===== src/rtl/irq_route_pkg.sv =====
package irq_route_pkg;

  localparam int unsigned WA_IRQ_STAT  = 0;
  localparam int unsigned WA_FIQ_STAT  = 1;
  localparam int unsigned WA_RAW       = 2;
  localparam int unsigned WA_SELECT    = 3;
  localparam int unsigned WA_EN_SET    = 4;
  localparam int unsigned WA_EN_CLR    = 5;
  localparam int unsigned WA_SOFT_SET  = 6;
  localparam int unsigned WA_SOFT_CLR  = 7;
  localparam int unsigned WA_PROT      = 8;
  localparam int unsigned WA_ID_BASE   = 'hFE0 >> 2;
  localparam int unsigned ID_WORDS     = 8;

  // constant identification byte for index i of the identification window
  function automatic logic [7:0] id_byte(input logic [2:0] i);
    case (i)
      3'd0:    id_byte = 8'h4B;
      3'd1:    id_byte = 8'h72;
      3'd2:    id_byte = 8'h19;
      3'd3:    id_byte = 8'h00;
      3'd4:    id_byte = 8'hA5;
      3'd5:    id_byte = 8'h3C;
      3'd6:    id_byte = 8'h0F;
      default: id_byte = 8'hE1;
    endcase
  endfunction

endpackage


===== src/rtl/irq_route_regs.sv =====
module irq_route_regs #(
  parameter int NSRC = 32,
  parameter int AW   = 10
) (
  input  logic            clk,
  input  logic            rst_n,
  input  logic            wr_en,
  input  logic [AW-1:0]   wr_addr,
  input  logic [NSRC-1:0] wr_data,
  output logic [NSRC-1:0] en_q,
  output logic [NSRC-1:0] sel_q,
  output logic [NSRC-1:0] soft_q,
  output logic            prot_q
);
  import irq_route_pkg::*;

  logic [NSRC-1:0] en_d, sel_d, soft_d;
  logic            prot_d;
  logic            en_ce, sel_ce, soft_ce, prot_ce;

  always_comb begin
    en_d    = en_q;
    sel_d   = sel_q;
    soft_d  = soft_q;
    prot_d  = prot_q;
    en_ce   = 1'b0;
    sel_ce  = 1'b0;
    soft_ce = 1'b0;
    prot_ce = 1'b0;
    if (wr_en) begin
      if (wr_addr == AW'(WA_SELECT)) begin
        sel_d  = wr_data;
        sel_ce = 1'b1;
      end
      if (wr_addr == AW'(WA_EN_SET)) begin
        en_d  = en_q | wr_data;
        en_ce = 1'b1;
      end
      if (wr_addr == AW'(WA_EN_CLR)) begin
        en_d  = en_q & ~wr_data;
        en_ce = 1'b1;
      end
      if (wr_addr == AW'(WA_SOFT_SET)) begin
        soft_d  = soft_q | wr_data;
        soft_ce = 1'b1;
      end
      if (wr_addr == AW'(WA_SOFT_CLR)) begin
        soft_d  = soft_q & ~wr_data;
        soft_ce = 1'b1;
      end
      if (wr_addr == AW'(WA_PROT)) begin
        prot_d  = wr_data[0];
        prot_ce = 1'b1;
      end
    end
  end

  always_ff @(posedge clk or negedge rst_n) begin
    if (!rst_n) begin
      en_q   <= '0;
      sel_q  <= '0;
      soft_q <= '0;
      prot_q <= 1'b0;
    end else begin
      if (en_ce)   en_q   <= en_d;
      if (sel_ce)  sel_q  <= sel_d;
      if (soft_ce) soft_q <= soft_d;
      if (prot_ce) prot_q <= prot_d;
    end
  end

endmodule


===== src/rtl/irq_route_core.sv =====
module irq_route_core #(
  parameter int NSRC = 32
) (
  input  logic            clk,
  input  logic            rst_n,
  input  logic [NSRC-1:0] hw_irq,
  input  logic [NSRC-1:0] soft_q,
  input  logic [NSRC-1:0] en_q,
  input  logic [NSRC-1:0] sel_q,
  output logic [NSRC-1:0] raw,
  output logic [NSRC-1:0] irq_stat,
  output logic [NSRC-1:0] fiq_stat,
  output logic [NSRC-1:0] irq_vec_q,
  output logic            irq_q,
  output logic            fiq_q
);

  for (genvar i = 0; i < NSRC; i++) begin : g_src
    assign raw[i]      = hw_irq[i] | soft_q[i];
    assign irq_stat[i] = raw[i] & en_q[i] & ~sel_q[i];
    assign fiq_stat[i] = raw[i] & sel_q[i];
  end

  logic [NSRC-1:0] irq_vec_d;
  logic            irq_d, fiq_d;

  always_comb begin
    irq_vec_d = irq_stat;
    irq_d     = |irq_stat;
    fiq_d     = |fiq_stat;
  end

  always_ff @(posedge clk or negedge rst_n) begin
    if (!rst_n) begin
      irq_vec_q <= '0;
      irq_q     <= 1'b0;
      fiq_q     <= 1'b0;
    end else begin
      irq_vec_q <= irq_vec_d;
      irq_q     <= irq_d;
      fiq_q     <= fiq_d;
    end
  end

endmodule


===== src/rtl/irq_route_rdmux.sv =====
module irq_route_rdmux #(
  parameter int NSRC = 32,
  parameter int AW   = 10,
  parameter int DW   = 32
) (
  input  logic            clk,
  input  logic            rst_n,
  input  logic            acc,
  input  logic            wr,
  input  logic [AW-1:0]   addr,
  input  logic [NSRC-1:0] raw,
  input  logic [NSRC-1:0] irq_stat,
  input  logic [NSRC-1:0] fiq_stat,
  input  logic [NSRC-1:0] sel_q,
  input  logic [NSRC-1:0] en_q,
  input  logic [NSRC-1:0] soft_q,
  input  logic            prot_q,
  output logic [DW-1:0]   rdata_q,
  output logic            err_q
);
  import irq_route_pkg::*;

  localparam logic [AW-1:0] ID_LO = AW'(WA_ID_BASE);
  localparam logic [AW-1:0] ID_HI = AW'(WA_ID_BASE + ID_WORDS - 1);

  logic [DW-1:0] rdata_d;
  logic          err_d;
  logic          rd_hit, wr_hit;

  always_comb begin
    rdata_d = '0;
    rd_hit  = 1'b1;
    if (addr == AW'(WA_IRQ_STAT))       rdata_d = DW'(irq_stat);
    else if (addr == AW'(WA_FIQ_STAT))  rdata_d = DW'(fiq_stat);
    else if (addr == AW'(WA_RAW))       rdata_d = DW'(raw);
    else if (addr == AW'(WA_SELECT))    rdata_d = DW'(sel_q);
    else if (addr == AW'(WA_EN_SET))    rdata_d = DW'(en_q);
    else if (addr == AW'(WA_SOFT_SET))  rdata_d = DW'(soft_q);
    else if (addr == AW'(WA_PROT))      rdata_d = DW'(prot_q);
    else if (addr >= ID_LO && addr <= ID_HI) rdata_d = DW'(id_byte(addr[2:0]));
    else                                rd_hit  = 1'b0;

    wr_hit = (addr == AW'(WA_IRQ_STAT)) ||
             (addr >= AW'(WA_SELECT) && addr <= AW'(WA_PROT));

    if (!acc) begin
      rdata_d = '0;
      err_d   = 1'b0;
    end else if (wr) begin
      rdata_d = '0;
      err_d   = !wr_hit;
    end else begin
      err_d   = !rd_hit;
    end
  end

  always_ff @(posedge clk or negedge rst_n) begin
    if (!rst_n) begin
      rdata_q <= '0;
      err_q   <= 1'b0;
    end else begin
      rdata_q <= rdata_d;
      err_q   <= err_d;
    end
  end

endmodule


===== src/rtl/irq_route_top.sv =====
module irq_route_top #(
  parameter int NSRC        = 32,
  parameter int AW          = 10,
  parameter int DW          = 32,
  parameter int SYNC_STAGES = 2
) (
  input  logic            clk,
  input  logic            rst_n,
  input  logic            bus_sel,
  input  logic            bus_wr,
  input  logic [AW-1:0]   bus_addr,
  input  logic [DW-1:0]   bus_wdata,
  output logic [DW-1:0]   bus_rdata,
  output logic            bus_err,
  input  logic [NSRC-1:0] hw_irq,
  output logic [NSRC-1:0] irq_vec,
  output logic            irq_out,
  output logic            fiq_out
);

  logic [SYNC_STAGES-1:0] rst_pipe;
  logic                   rst_sync_n;

  always_ff @(posedge clk or negedge rst_n) begin
    if (!rst_n) rst_pipe <= '0;
    else        rst_pipe <= {rst_pipe[SYNC_STAGES-2:0], 1'b1};
  end
  assign rst_sync_n = rst_pipe[SYNC_STAGES-1];

  logic [NSRC-1:0] en_q, sel_q, soft_q;
  logic            prot_q;
  logic [NSRC-1:0] raw, irq_stat, fiq_stat;

  irq_route_regs #(.NSRC(NSRC), .AW(AW)) u_regs (
    .clk     (clk),
    .rst_n   (rst_sync_n),
    .wr_en   (bus_sel && bus_wr),
    .wr_addr (bus_addr),
    .wr_data (bus_wdata[NSRC-1:0]),
    .en_q    (en_q),
    .sel_q   (sel_q),
    .soft_q  (soft_q),
    .prot_q  (prot_q)
  );

  irq_route_core #(.NSRC(NSRC)) u_core (
    .clk       (clk),
    .rst_n     (rst_sync_n),
    .hw_irq    (hw_irq),
    .soft_q    (soft_q),
    .en_q      (en_q),
    .sel_q     (sel_q),
    .raw       (raw),
    .irq_stat  (irq_stat),
    .fiq_stat  (fiq_stat),
    .irq_vec_q (irq_vec),
    .irq_q     (irq_out),
    .fiq_q     (fiq_out)
  );

  irq_route_rdmux #(.NSRC(NSRC), .AW(AW), .DW(DW)) u_rdmux (
    .clk      (clk),
    .rst_n    (rst_sync_n),
    .acc      (bus_sel),
    .wr       (bus_wr),
    .addr     (bus_addr),
    .raw      (raw),
    .irq_stat (irq_stat),
    .fiq_stat (fiq_stat),
    .sel_q    (sel_q),
    .en_q     (en_q),
    .soft_q   (soft_q),
    .prot_q   (prot_q),
    .rdata_q  (bus_rdata),
    .err_q    (bus_err)
  );

endmodule


===== config.mk =====
export PLATFORM = sky130hd
export DESIGN_NAME = irq_route_top
export DESIGN_NICKNAME = d
export VERILOG_FILES = /design/src/rtl/irq_route_pkg.sv /design/src/rtl/irq_route_regs.sv /design/src/rtl/irq_route_core.sv /design/src/rtl/irq_route_rdmux.sv /design/src/rtl/irq_route_top.sv
export SDC_FILE = /design/constraint.sdc
export NUM_CORES = 1
export LEC_CHECK = 0
export ABC_AREA = 1
export ABC_CLOCK_PERIOD_IN_PS = 5800
export BUFFER_PORTS_ARGS = -buffer_cell sky130_fd_sc_hd__buf_4
export CAP_MARGIN = 20
export CORE_MARGIN = 4
export CORE_UTILIZATION = 55
export CTS_CLUSTER_SIZE = 10
export DETAILED_ROUTE_END_ITERATION = 10
export GPL_TIMING_DRIVEN = 0
export HOLD_SLACK_MARGIN = 0.15
export PLACE_DENSITY = 0.77
export SLEW_MARGIN = 40
export SYNTH_ARGS = -nofsm -noshare
export SYNTH_HDL_FRONTEND = slang
export SYNTH_HIERARCHICAL = 1
export SYNTH_SLANG_ARGS = --single-unit
export TNS_END_PERCENT = 5

===== constraint.sdc =====
create_clock -name clk -period 5.8 [get_ports clk]
set_clock_uncertainty 0.15 [all_clocks]
set_input_delay 1.16 -clock clk [delete_from_list [all_inputs] [get_ports clk]]
set_output_delay 1.16 -clock clk [all_outputs]
set_load 0.01 [all_outputs]

==> metrics.md <==
| Metric | Value |
|---|---|
| Outcome | completed |
| Register area share after synthesis | 40.5% |
| Antenna violations before repair | 0 |
| Synth Area per Inst | 6.66 um2 |
| Worst path max stage delay | 0.49 ns |
| Clock Path Buffers | 2 |
| Clk_lat worst skew | 0.44 ns |
| Share of cells above drive strength 1 | 19.6% |
| Slowest CP cell | clkbuf_1 |
| Min Clock Period, post-route | 2.65 ns |
| Residual DRC count | 0 |
| Post_cts resized | 0 |
| CORE AREA | 18,100 um2 |
| Area leader, netlist | dfrtp_1 |
| Final Power | 0.00253 W |
| WHS | 0.152 ns |
| Synth top area share | 40.5% |
| FF+latch count, synth | 166 |
| Root buffer cell | clkbuf_16 |
| # IOs | 145 |
| Mean routed wirelength per cell | 16.3 um |
| Total wire length | 31.7 mm |
| RSZ-0062 raised after global routing | false |
| Power Dens Cells | 206 nW/um2 |
| Crit-path cells | buf_4, nor2_2, nand2_1, nor2_2, clkbuf_1, nand3_1, nand4_1, nand2_1, a21oi_1 |
| Std-Cell Rows | 49 |
| Max Fanout on Critical Path | 10 |
| Die X | 145 um |
| P_leak | 7.16 nW |
| Net Count, Synth | 1,616 |
| 1st-pass router iterations | 6 |
| Final Hold Viols | 0 |
| Startpoint type of the worst setup path | primary input |
| Post-DP HPWL | 23.0 mm |
| Slew headroom | 58.3% |
| Period utilisation layout | 45.7% |
| # H-tree levels | 4 |
| Mapped Area | 10,200 um2 |
| Final setup viols | 0 |
| Met1 Wirelength | 12.1 mm |
| Vias in the first global route | 9,692 |
| CP Capture Type | flip-flop |
| Count of cell types in the netlist | 24 |
| Req. time, crit path | 5.99 ns |
| Reg clk slew, reported paths | 0.06 ns |
| Yosys warning total | 6 |
| Met3 Wirelength | 3.64 mm |
| Worst IR Drop VDD | 208 uV |
| Synth Instances | 1,538 |
| Die H | 145 um |
| Cts bufs inserted | 17 |
| Final Max Tran Viols | 0 |
| CP startpoint | bus_addr[9] |
| Nets@finish | 1,784 |
| Slew @ Worst Pin | 0.625 ns |
| Clk sink count | 166 |
| Final Wtd Congestion | 0.940 |
| Largest net degree at the start of global routing | 43 |
| Synth area leaders | dfrtp_1 41%, nand2_1 15%, inv_1 12% |
| CTS tree | built |
| Starting Density | 56.5% |
| First-pass GRT wire length | 49.5 mm |
| Routed met2 length | 14.8 mm |
| Critical path class | in -> reg |
| Reg2Reg Depth | 8 |
| Via count | 10.5k |
| Post-route cell area | 12,300 um2 |
| GRT overflow | 0 |
| Routed Antenna Nets | 0 |
| Die area | 20,900 um2 |
| Max Clk Rate | 377 MHz |
| Area post-placement | 11,700 um2 |
| Input/output buffers | 144 |
| Area growth, synth to finish | 20.0% |
| Maxcap violations | 0 |
| Initial drt markers | 1,205 |
| DR top layer | met4 |
| Tot GR Track Use | 30.6% |
| Worst Hold Class | reg -> async |
| Via density | 5.40 |
| CP arrival | 2.84 ns |
==> final timing paths <==
path,to,slack (ns)
max,u_rdmux/rdata_q[14],3.15
min,u_core/irq_vec_q[16],0.15
max reg2reg,u_core/irq_q,4.28
min reg2reg,u_core/irq_vec_q[16],0.15
max in group asynchronous,async pin,4.88
min in group clk,rst_pipe[1],0.21
==> cell usage in the layout, fill, tap and decap left out, drive strengths merged, types with 26 or more instances in the layout <==
cell type	count
a21oi	60
inv	355
clkbuf	40
nor2	105
o21ai	61
buf	200
nand3	238
nand2	448
nand4	26
dfrtp	166
==> logic make-up after synthesis <==
logic type | synth area share (%)
other | 0.0366
buffers and inverters | 16.9
AOI/OAI and AO/OA | 5.91
DFF | 40.5
and+or+nand+nor | 36.6
==> per-layer routing <==
metal | vias up | track usage, %
met2 | 626 | 48.4
li1 | 5000 | -
met5 | - | 0
met1 | 4795 | 41.0
met4 | 0 | 13.5
met3 | 110 | 5.92
==> cells in the mapped netlist <==
| library cell | n |
|---|---|
| nand4_1 | 26 |
| buf_6 | 11 |
| nor2_4 | 5 |
| and2_1 | 1 |
| o21ai_1 | 13 |
| buf_4 | 7 |
| inv_1 | 316 |
| dfrtp_1 | 166 |
| o21ai_0 | 48 |
| buf_2 | 31 |
| nand2_2 | 50 |
| nand2_4 | 2 |
| clkbuf_1 | 18 |
| buf_1 | 2 |
| conb_1 | 1 |
| nor2_1 | 87 |
| nand2_1 | 396 |
| nor2_8 | 2 |
| nand3_2 | 1 |
| a21oi_1 | 60 |
| inv_2 | 37 |
| nand3b_1 | 10 |
| nand3_1 | 237 |
| nor2_2 | 11 |
==> timing repair <==
action / CTS / global route
buffers inserted: 0 / 0
hold endpoints to repair: 22 / 0
hold buffers: 1 / 0
==> per-stage QoR <==
stage	setup slack [ns]	setup TNS, ns	util, %	std cells
5_1_grt	3.00	0	67.8	1948
2_1_floorplan	0.682	0	-	1538
4_1_cts	3.17	0	67.8	1948
6_report	3.15	0	67.8	1949
3_3_place_gp	-1.17	-189.12	64.0	1911
3_5_place_dp	2.74	0	64.5	1915
==> area by class of cell <==
| class | instances | area [um2] |
|---|---|---|
| plain buffers | 69 | 407 |
| well taps | 229 | 287 |
| repair buffers | 149 | 1170 |
| clock buffers | 22 | 474 |
| fillers | 1585 | 5850 |
| multi-input cells | 950 | 4360 |
| diodes | 1 | 2.50 |
| inverters | 353 | 1330 |
| clock inverters | 10 | 119 |
| flip-flops and latches | 166 | 4160 |
==> critical path, delay by kind of cell <==
| kind | cells | cell delay (ns) |
|---|---|---|
| simple gates | 6 | 0.86 |
| compound gates | 1 | 0.19 |
| buf+inv | 2 | 0.62 |
==> report_power, final <==
group | internal, W | switching [W]
Combinational | 0.0000697 | 0.000132
Clock | 0.000670 | 0.000485
Sequential | 0.00117 | 0.00000620
Total | 0.00191 | 0.000623
(Power assumes the default switching activity.)
